$ cat config.mk
export PLATFORM = sky130hd
export DESIGN_NAME = guarded_write_seq
export DESIGN_NICKNAME = d
export VERILOG_FILES = /design/src/rtl/gws_pkg.sv /design/src/rtl/gws_fsm.sv /design/src/rtl/gws_holdoff.sv /design/src/rtl/gws_capture.sv /design/src/rtl/guarded_write_seq.sv
export SDC_FILE = /design/constraint.sdc
export NUM_CORES = 1
export LEC_CHECK = 0
export BUFFER_PORTS_ARGS = -buffer_cell sky130_fd_sc_hd__buf_2
export CAP_MARGIN = 20
export CORE_MARGIN = 2
export CORE_UTILIZATION = 43
export CTS_CLUSTER_DIAMETER = 30
export DETAILED_ROUTE_END_ITERATION = 10
export GPL_TIMING_DRIVEN = 0
export HOLD_SLACK_MARGIN = 0.03
export PLACE_DENSITY_LB_ADDON = 0.1
export REMOVE_ABC_BUFFERS = 1
export SLEW_MARGIN = 20
export SYNTH_ARGS = -nofsm -noshare
export SYNTH_HDL_FRONTEND = slang
export SYNTH_SLANG_ARGS = --single-unit
$ cat constraint.sdc
create_clock -name clk -period 1.7 [get_ports clk]
set_input_delay 0.34 -clock clk [delete_from_list [all_inputs] [get_ports clk]]
set_output_delay 0.34 -clock clk [all_outputs]
set_load 0.1 [all_outputs]
$ cat src/rtl/gws_pkg.sv
package gws_pkg;

    typedef enum logic [2:0] {
        ST_IDLE    = 3'd0,
        ST_PRIME_A = 3'd1,
        ST_PRIME_B = 3'd2,
        ST_COMMIT  = 3'd3,
        ST_SETTLE  = 3'd4
    } gws_state_e;

    // Hold-off in cycles: ns * MHz / 1000, rounded up, never below one.
    function automatic int unsigned hold_cycles(input int unsigned clk_mhz,
                                                input int unsigned hold_ns);
        int unsigned c;
        c = (clk_mhz * hold_ns + 999) / 1000;
        return (c == 0) ? 1 : c;
    endfunction

endpackage

$ cat src/rtl/gws_fsm.sv
module gws_fsm
    import gws_pkg::*;
(
    input  logic       clk,
    input  logic       rst_n,
    input  logic       req_valid,
    input  logic       hold_done,
    output gws_state_e state
);

    gws_state_e state_nx;

    always_comb begin
        state_nx = state;
        unique case (state)
            ST_IDLE:    if (req_valid) state_nx = ST_PRIME_A;
            ST_PRIME_A: state_nx = ST_PRIME_B;
            ST_PRIME_B: state_nx = ST_COMMIT;
            ST_COMMIT:  state_nx = ST_SETTLE;
            ST_SETTLE:  if (hold_done) state_nx = ST_IDLE;
            default:    state_nx = ST_IDLE;
        endcase
    end

    always_ff @(posedge clk) begin
        if (!rst_n) state <= ST_IDLE;
        else        state <= state_nx;
    end

endmodule

$ cat src/rtl/gws_holdoff.sv
module gws_holdoff #(
    parameter int unsigned HOLD_CYC = 1000
) (
    input  logic clk,
    input  logic rst_n,
    input  logic load,
    input  logic run,
    output logic done
);

    localparam int unsigned CNT_W = (HOLD_CYC > 1) ? $clog2(HOLD_CYC) : 1;
    localparam logic [CNT_W-1:0] LOAD_VAL = CNT_W'(HOLD_CYC - 1);

    logic [CNT_W-1:0] cnt;

    always_ff @(posedge clk) begin
        if (!rst_n)
            cnt <= '0;
        else if (load)
            cnt <= LOAD_VAL;
        else if (run && cnt != '0)
            cnt <= cnt - 1'b1;
    end

    assign done = (cnt == '0);

endmodule

$ cat src/rtl/gws_capture.sv
module gws_capture #(
    parameter int unsigned ADDR_W = 8,
    parameter int unsigned DATA_W = 32
) (
    input  logic              clk,
    input  logic              rst_n,
    input  logic              take,
    input  logic [ADDR_W-1:0] in_addr,
    input  logic [DATA_W-1:0] in_data,
    output logic [ADDR_W-1:0] held_addr,
    output logic [DATA_W-1:0] held_data
);

    always_ff @(posedge clk) begin
        if (!rst_n) begin
            held_addr <= '0;
            held_data <= '0;
        end else if (take) begin
            held_addr <= in_addr;
            held_data <= in_data;
        end
    end

endmodule

$ cat src/rtl/guarded_write_seq.sv
module guarded_write_seq
    import gws_pkg::*;
#(
    parameter int unsigned ADDR_W      = 8,
    parameter int unsigned DATA_W      = 32,
    parameter int unsigned CLK_MHZ     = 200,
    parameter int unsigned HOLD_NS     = 5000,
    parameter int unsigned STATUS_ADDR = 0
) (
    input  logic              clk,
    input  logic              rst_n,
    input  logic              req_valid,
    output logic              req_ready,
    input  logic [ADDR_W-1:0] req_addr,
    input  logic [DATA_W-1:0] req_data,
    output logic              busy,
    output logic              wr_en,
    output logic [ADDR_W-1:0] wr_addr,
    output logic [DATA_W-1:0] wr_data
);

    localparam int unsigned HOLD_CYC = hold_cycles(CLK_MHZ, HOLD_NS);
    localparam logic [ADDR_W-1:0] STAT_A = ADDR_W'(STATUS_ADDR);

    gws_state_e        state;
    logic              hold_done;
    logic              accept;
    logic [ADDR_W-1:0] held_addr;
    logic [DATA_W-1:0] held_data;

    assign accept = req_valid && (state == ST_IDLE);

    gws_fsm u_fsm (
        .clk       (clk),
        .rst_n     (rst_n),
        .req_valid (req_valid),
        .hold_done (hold_done),
        .state     (state)
    );

    gws_holdoff #(.HOLD_CYC(HOLD_CYC)) u_hold (
        .clk   (clk),
        .rst_n (rst_n),
        .load  (state == ST_COMMIT),
        .run   (state == ST_SETTLE),
        .done  (hold_done)
    );

    gws_capture #(.ADDR_W(ADDR_W), .DATA_W(DATA_W)) u_cap (
        .clk       (clk),
        .rst_n     (rst_n),
        .take      (accept),
        .in_addr   (req_addr),
        .in_data   (req_data),
        .held_addr (held_addr),
        .held_data (held_data)
    );

    // Output decode from the state register.
    always_comb begin
        req_ready = 1'b0;
        busy      = 1'b1;
        wr_en     = 1'b0;
        wr_addr   = '0;
        wr_data   = '0;
        unique case (state)
            ST_IDLE: begin
                req_ready = 1'b1;
                busy      = 1'b0;
            end
            ST_PRIME_A, ST_PRIME_B: begin
                wr_en   = 1'b1;
                wr_addr = STAT_A;
            end
            ST_COMMIT: begin
                wr_en   = 1'b1;
                wr_addr = held_addr;
                wr_data = held_data;
            end
            ST_SETTLE: ;
            default: begin
                busy = 1'b1;
            end
        endcase
    end

endmodule

==> impl.org <==
** Worst setup path
- Counting cells, the worst reg-to-reg path comes to 6.
- The slowest stage of the critical path is the sky130_fd_sc_hd__dfxtp_4 cell.
- STA puts the critical path data required time at 1360 ps.
- On the critical path the largest part of the delay comes from buffers and inverters.
- Capture point of the worst reg-to-reg path :: u_hold.cnt[6]
- Buffer and inverter count on the worst path :: 4
- Counting stages on the worst path, the most repeated cell is sky130_fd_sc_hd__buf_12.
- Along the worst path, the maximum fanout reaches 7.
- Crit path DAT :: 1520 ps
- The setup path with the least slack is of type reg2out.
- In this design, the stage delay of the slowest critical-path cell is 380 ps.
- Setup slack of the worst register-to-register path :: -70 ps
- CP Capture Type :: output port
- Worst-path cell chain :: nand2_4 > nor2_4 > buf_6 > buf_12 > buf_16 > and2_4 > buf_12
- In this run the critical register-to-register path is launched from u_fsm.state[0].
- The worst setup path is launched from a flip-flop.

** GRT
- Wire length of the first global-routing pass :: 11570 um
- Entering global routing, the biggest net connects 47 pins.
- The via count of the first global-routing pass is 2415.
- Global routing used 23.72% of the available tracks.
- Number of antenna violations at the first check in global routing :: 0
- Overflow left after global routing :: 0

** Placed design
- Port buffering added 85 buffers.
- Hpwl dp :: 3608 um
- Timing analysis after detailed placement gives a worst setup slack of -500.1 ps.
- The congestion estimate from routability-driven global placement came to 0.8177.
- After detailed placement, the design holds a cell count of 448.

** Status
- The flow ran to the end, but the final reports show violations.
- Failing checks :: setup timing

** Clocking
- TritonCTS built the clock tree.
- Clock tree synthesis inserted a total of 5 buffers.
- Clock-pin slew on the worst setup and hold paths :: 90 ps
- Maximum buffer depth of the clock tree :: 2
- After clock tree synthesis, the flow added hold-fix buffers numbering 0.
- Clock net sink count :: 53
- Later-pin clock latency in the skew report :: 300 ps
- Root Driver :: sky130_fd_sc_hd__clkbuf_8
- H-Tree Depth :: 2

** Route
- Remaining design rule violation count :: 0
- The routed design has 7426 um of wire.
- Dividing the detail-routed wire length by the instance count gives 15.50 um.
- Via/cell ratio :: 5.132
- The count of nets left with antenna violations once routing finished came out at 0.
- Number of detailed-route iterations in the first pass :: 4
- Via Count :: 2458
- For this block, the initial DRC count from the detailed router was 102.

** Timing
- Number of failing setup endpoints in the final timing report :: 36
- Tightest Pin Transition :: 813.7 ps
- Setup repair after global routing could not meet its margin everywhere.
- The worst pin sits at a relative slew slack of 45.67%.
- Max frequency :: 538.0 MHz
- Final Critical Period :: 1859 ps
- The max-slew violation count was 0.
- Final period util :: 109.3%
- Setup_tns :: -3589 ps
- Setup slack of the critical path after layout :: -158.6 ps
- The clock arrives with 3.005 ps of skew.
- Hold Fails Final Rpt :: 0

** Yosys
- Summing the areas of all compound-gate instances in the mapped netlist gives 15.52% of the synthesized area.
- Cells taking the most area after synthesis :: sky130_fd_sc_hd__dfxtp_1 45%, sky130_fd_sc_hd__nand2_1 14%, sky130_fd_sc_hd__and2_1 11%
- Synthesized area :: 2379 sq um
- The synthesized design devotes to its leading area cell type 44.61% of total area.
- Of the post-synthesis cell area, the part taken by muxes is 0%.
- Yosys cell types :: 32
- Yosys warnings :: 0
- By area, the combinational part of the netlist is dominated by simple AND/OR/NAND/NOR gates.
- XOR/XNOR Fraction of Synth Area :: 0.7365%
- Arithmetic-cell share of the synthesized area counting full adders, half adders and majority gates :: 1.052%
- Of the synthesized area, sequential elements account for 44.61%.
- #FFs+latches synth :: 53
- Of all cell types, the one taking the most synthesized area is sky130_fd_sc_hd__dfxtp_1.
- The average instance in the mapped netlist occupies 7.723 sq um.
- Post-synthesis simple-gate area fraction :: 34.14%
- Synthesis produced a netlist whose cell count is 308.

** Cells and area
- Net count reported at finish :: 451
- Final antenna diode count :: 0
- The finished layout holds 479 standard cells, fillers aside.
- Share of layout cells above drive strength 1 :: 46.19%
- From synthesis to final layout, the design area changed by 70.28%.

** Power and ir drop
- Switching pwr :: 1.074 mW
- VDD sags by at most 752.4 uV.
- Switching power as a share of total power :: 34.69%
- Internal Dissipation :: 2.023 mW
- Combinational logic burns 32.0% of the power.
- Proportion of power drawn by flip-flops and latches :: 45.8%
- Of the total power, the clock network draws 22.2%.
- Power spread over the standard cell area amounts to 764.7 nW/um^2.
- In this run the static leakage power is 1.684 nW.

** Floorplanning
- Measured along the y axis, the die boundary spans 78.38 um.
- From left edge to right edge, the die measures 78.38 um.
- Starting density of the core :: 43.73%
- Standard cell core area :: 5439 sq um
- In this run the core area contains 27 standard-cell rows.
- The die covers 6143 sq um.
- Number of ports placed on the die boundary :: 86

** Min path
- The path class of the tightest hold or removal check is in2reg.
- Worst hold path stage count :: 3
- The path with the worst hold slack has its endpoint at u_cap.held_data[19].
- Launch point of the worst hold path :: req_data[19]

** Flow run
- Number of max-cap violations :: 0
power groups by stage:
| stage | combinational (mW) | sequential, mW | clock (mW) |
|---|---|---|---|
| 5_1_grt | 1.07 | 1.43 | 0.769 |
| 2_1_floorplan | 0.537 | 1.42 | 0 |
| 3_5_place_dp | 0.727 | 1.44 | 0 |
| 4_1_cts | 0.910 | 1.41 | 0.735 |
| 3_3_place_gp | 0.700 | 1.43 | 0 |
| 6_report | 0.991 | 1.42 | 0.689 |
registers in the layout, summed over array words and instances (netlist names):
register,flops
u_cap.held_addr,8
u_cap.held_data,32
u_fsm.state,3
u_hold.cnt,10
timing repair:
item	4_1_cts	5_1_grt
setup endpoints to repair	91	94
cloned	3	0
setup buffers	20	2
endpoints found under the hold margin	0	0
pin swaps	21	13
gates resized for setup	229	21
cell usage in the layout, fill, tap and decap left out, types with 3 or more instances in the layout:
cell type,Yosys,final
sky130_fd_sc_hd__a21oi_1,45,44
sky130_fd_sc_hd__and2_4,0,40
sky130_fd_sc_hd__buf_12,0,45
sky130_fd_sc_hd__buf_2,6,42
sky130_fd_sc_hd__buf_4,0,14
sky130_fd_sc_hd__buf_6,0,6
sky130_fd_sc_hd__clkbuf_8,0,5
sky130_fd_sc_hd__dfxtp_1,53,48
sky130_fd_sc_hd__dfxtp_4,0,3
sky130_fd_sc_hd__inv_2,1,3
sky130_fd_sc_hd__nand2_1,89,87
sky130_fd_sc_hd__nor2_1,10,9
sky130_fd_sc_hd__o31a_1,3,3
sky130_fd_sc_hd__o31ai_1,3,3
sky130_fd_sc_hd__or2_2,3,3
sky130_fd_sc_hd__or3_1,4,4
sky130_fd_sc_hd__or4_1,3,3
worst min-delay path, stage by stage:
cell and delay, ps:
sky130_fd_sc_hd__buf_2 100, sky130_fd_sc_hd__nand2_1 40, sky130_fd_sc_hd__a21oi_1 50
worst max-delay path by stage:
| stage | from | endpoint | slack (ps) | depth (start not counted) |
|---|---|---|---|---|
| 2_1_floorplan | u_fsm.state[0] | u_cap.held_addr[0] | -2680 | 4 |
| 3_3_place_gp | u_fsm.state[1] | wr_data[7] | -1850 | 4 |
| 3_5_place_dp | u_fsm.state[1] | wr_data[7] | -500 | 5 |
| 4_1_cts | u_fsm.state[0] | wr_data[13] | -140 | 7 |
| 5_1_grt | u_fsm.state[0] | wr_addr[7] | -200 | 7 |
| 6_report | u_fsm.state[0] | wr_addr[7] | -160 | 7 |
final cells by class:
cell class / count / area, sq um
clock buffers: 5 / 68.82
clock inverters: 3 / 17.52
fillers: 353 / 1389
inverters: 4 / 17.52
multi-input cells: 233 / 1443
flip-flops and latches: 53 / 1075
well taps: 72 / 90.09
repair buffers: 109 / 1339
Yosys cell counts:
master                     count
sky130_fd_sc_hd__nand2_1      89
sky130_fd_sc_hd__dfxtp_1      53
sky130_fd_sc_hd__a21oi_1      45
sky130_fd_sc_hd__and2_1       41
sky130_fd_sc_hd__clkbuf_1     13
sky130_fd_sc_hd__nor2_1       10
sky130_fd_sc_hd__buf_2         6
sky130_fd_sc_hd__nor3_1        5
sky130_fd_sc_hd__or3_1         4
sky130_fd_sc_hd__a31oi_1       3
sky130_fd_sc_hd__inv_1         3
sky130_fd_sc_hd__o31a_1        3
sky130_fd_sc_hd__o31ai_1       3
sky130_fd_sc_hd__or2_2         3
sky130_fd_sc_hd__or4_1         3
sky130_fd_sc_hd__a211oi_1      2
sky130_fd_sc_hd__ha_1          2
sky130_fd_sc_hd__nand2b_1      2
sky130_fd_sc_hd__nand3_1       2
sky130_fd_sc_hd__nor3b_1       2
sky130_fd_sc_hd__o311a_1       2
sky130_fd_sc_hd__xnor2_1       2
sky130_fd_sc_hd__a311oi_1      1
sky130_fd_sc_hd__inv_2         1
sky130_fd_sc_hd__nor3b_4       1
sky130_fd_sc_hd__nor4_1        1
sky130_fd_sc_hd__nor4_2        1
sky130_fd_sc_hd__o21ai_0       1
sky130_fd_sc_hd__o22ai_1       1
sky130_fd_sc_hd__o31ai_4       1
sky130_fd_sc_hd__or3b_1        1
sky130_fd_sc_hd__or3b_2        1
metrics by stage:
stage	total power, mW	hold slack, ps	cell area (sq um)	utilization (%)
2_1_floorplan	1.960	431.7	2300	-
3_3_place_gp	2.133	437.0	2815	51.76
3_5_place_dp	2.166	441.8	2874	52.84
4_1_cts	3.050	251.6	3983	73.22
5_1_grt	3.269	259.3	4050	74.47
6_report	3.097	266.9	4050	74.47
layer usage:
metal	vias to the layer above	GRT usage, %	part of all wire [%]
li1	1215	-	-
met1	1159	28.26	41
met2	72	42.24	52
met3	12	5.172	5.2
met4	0	7.895	1.5
met5	-	0	0
kinds of logic after synthesis:
logic type,after synthesis
XOR/XNOR,2
buffers and inverters,23
flip-flops,53
AO/OA/AOI/OAI,62
adder cells (fa/ha/maj),2
AND/OR/NAND/NOR,166
No activity file was read; power rests on OpenSTA's default activity.
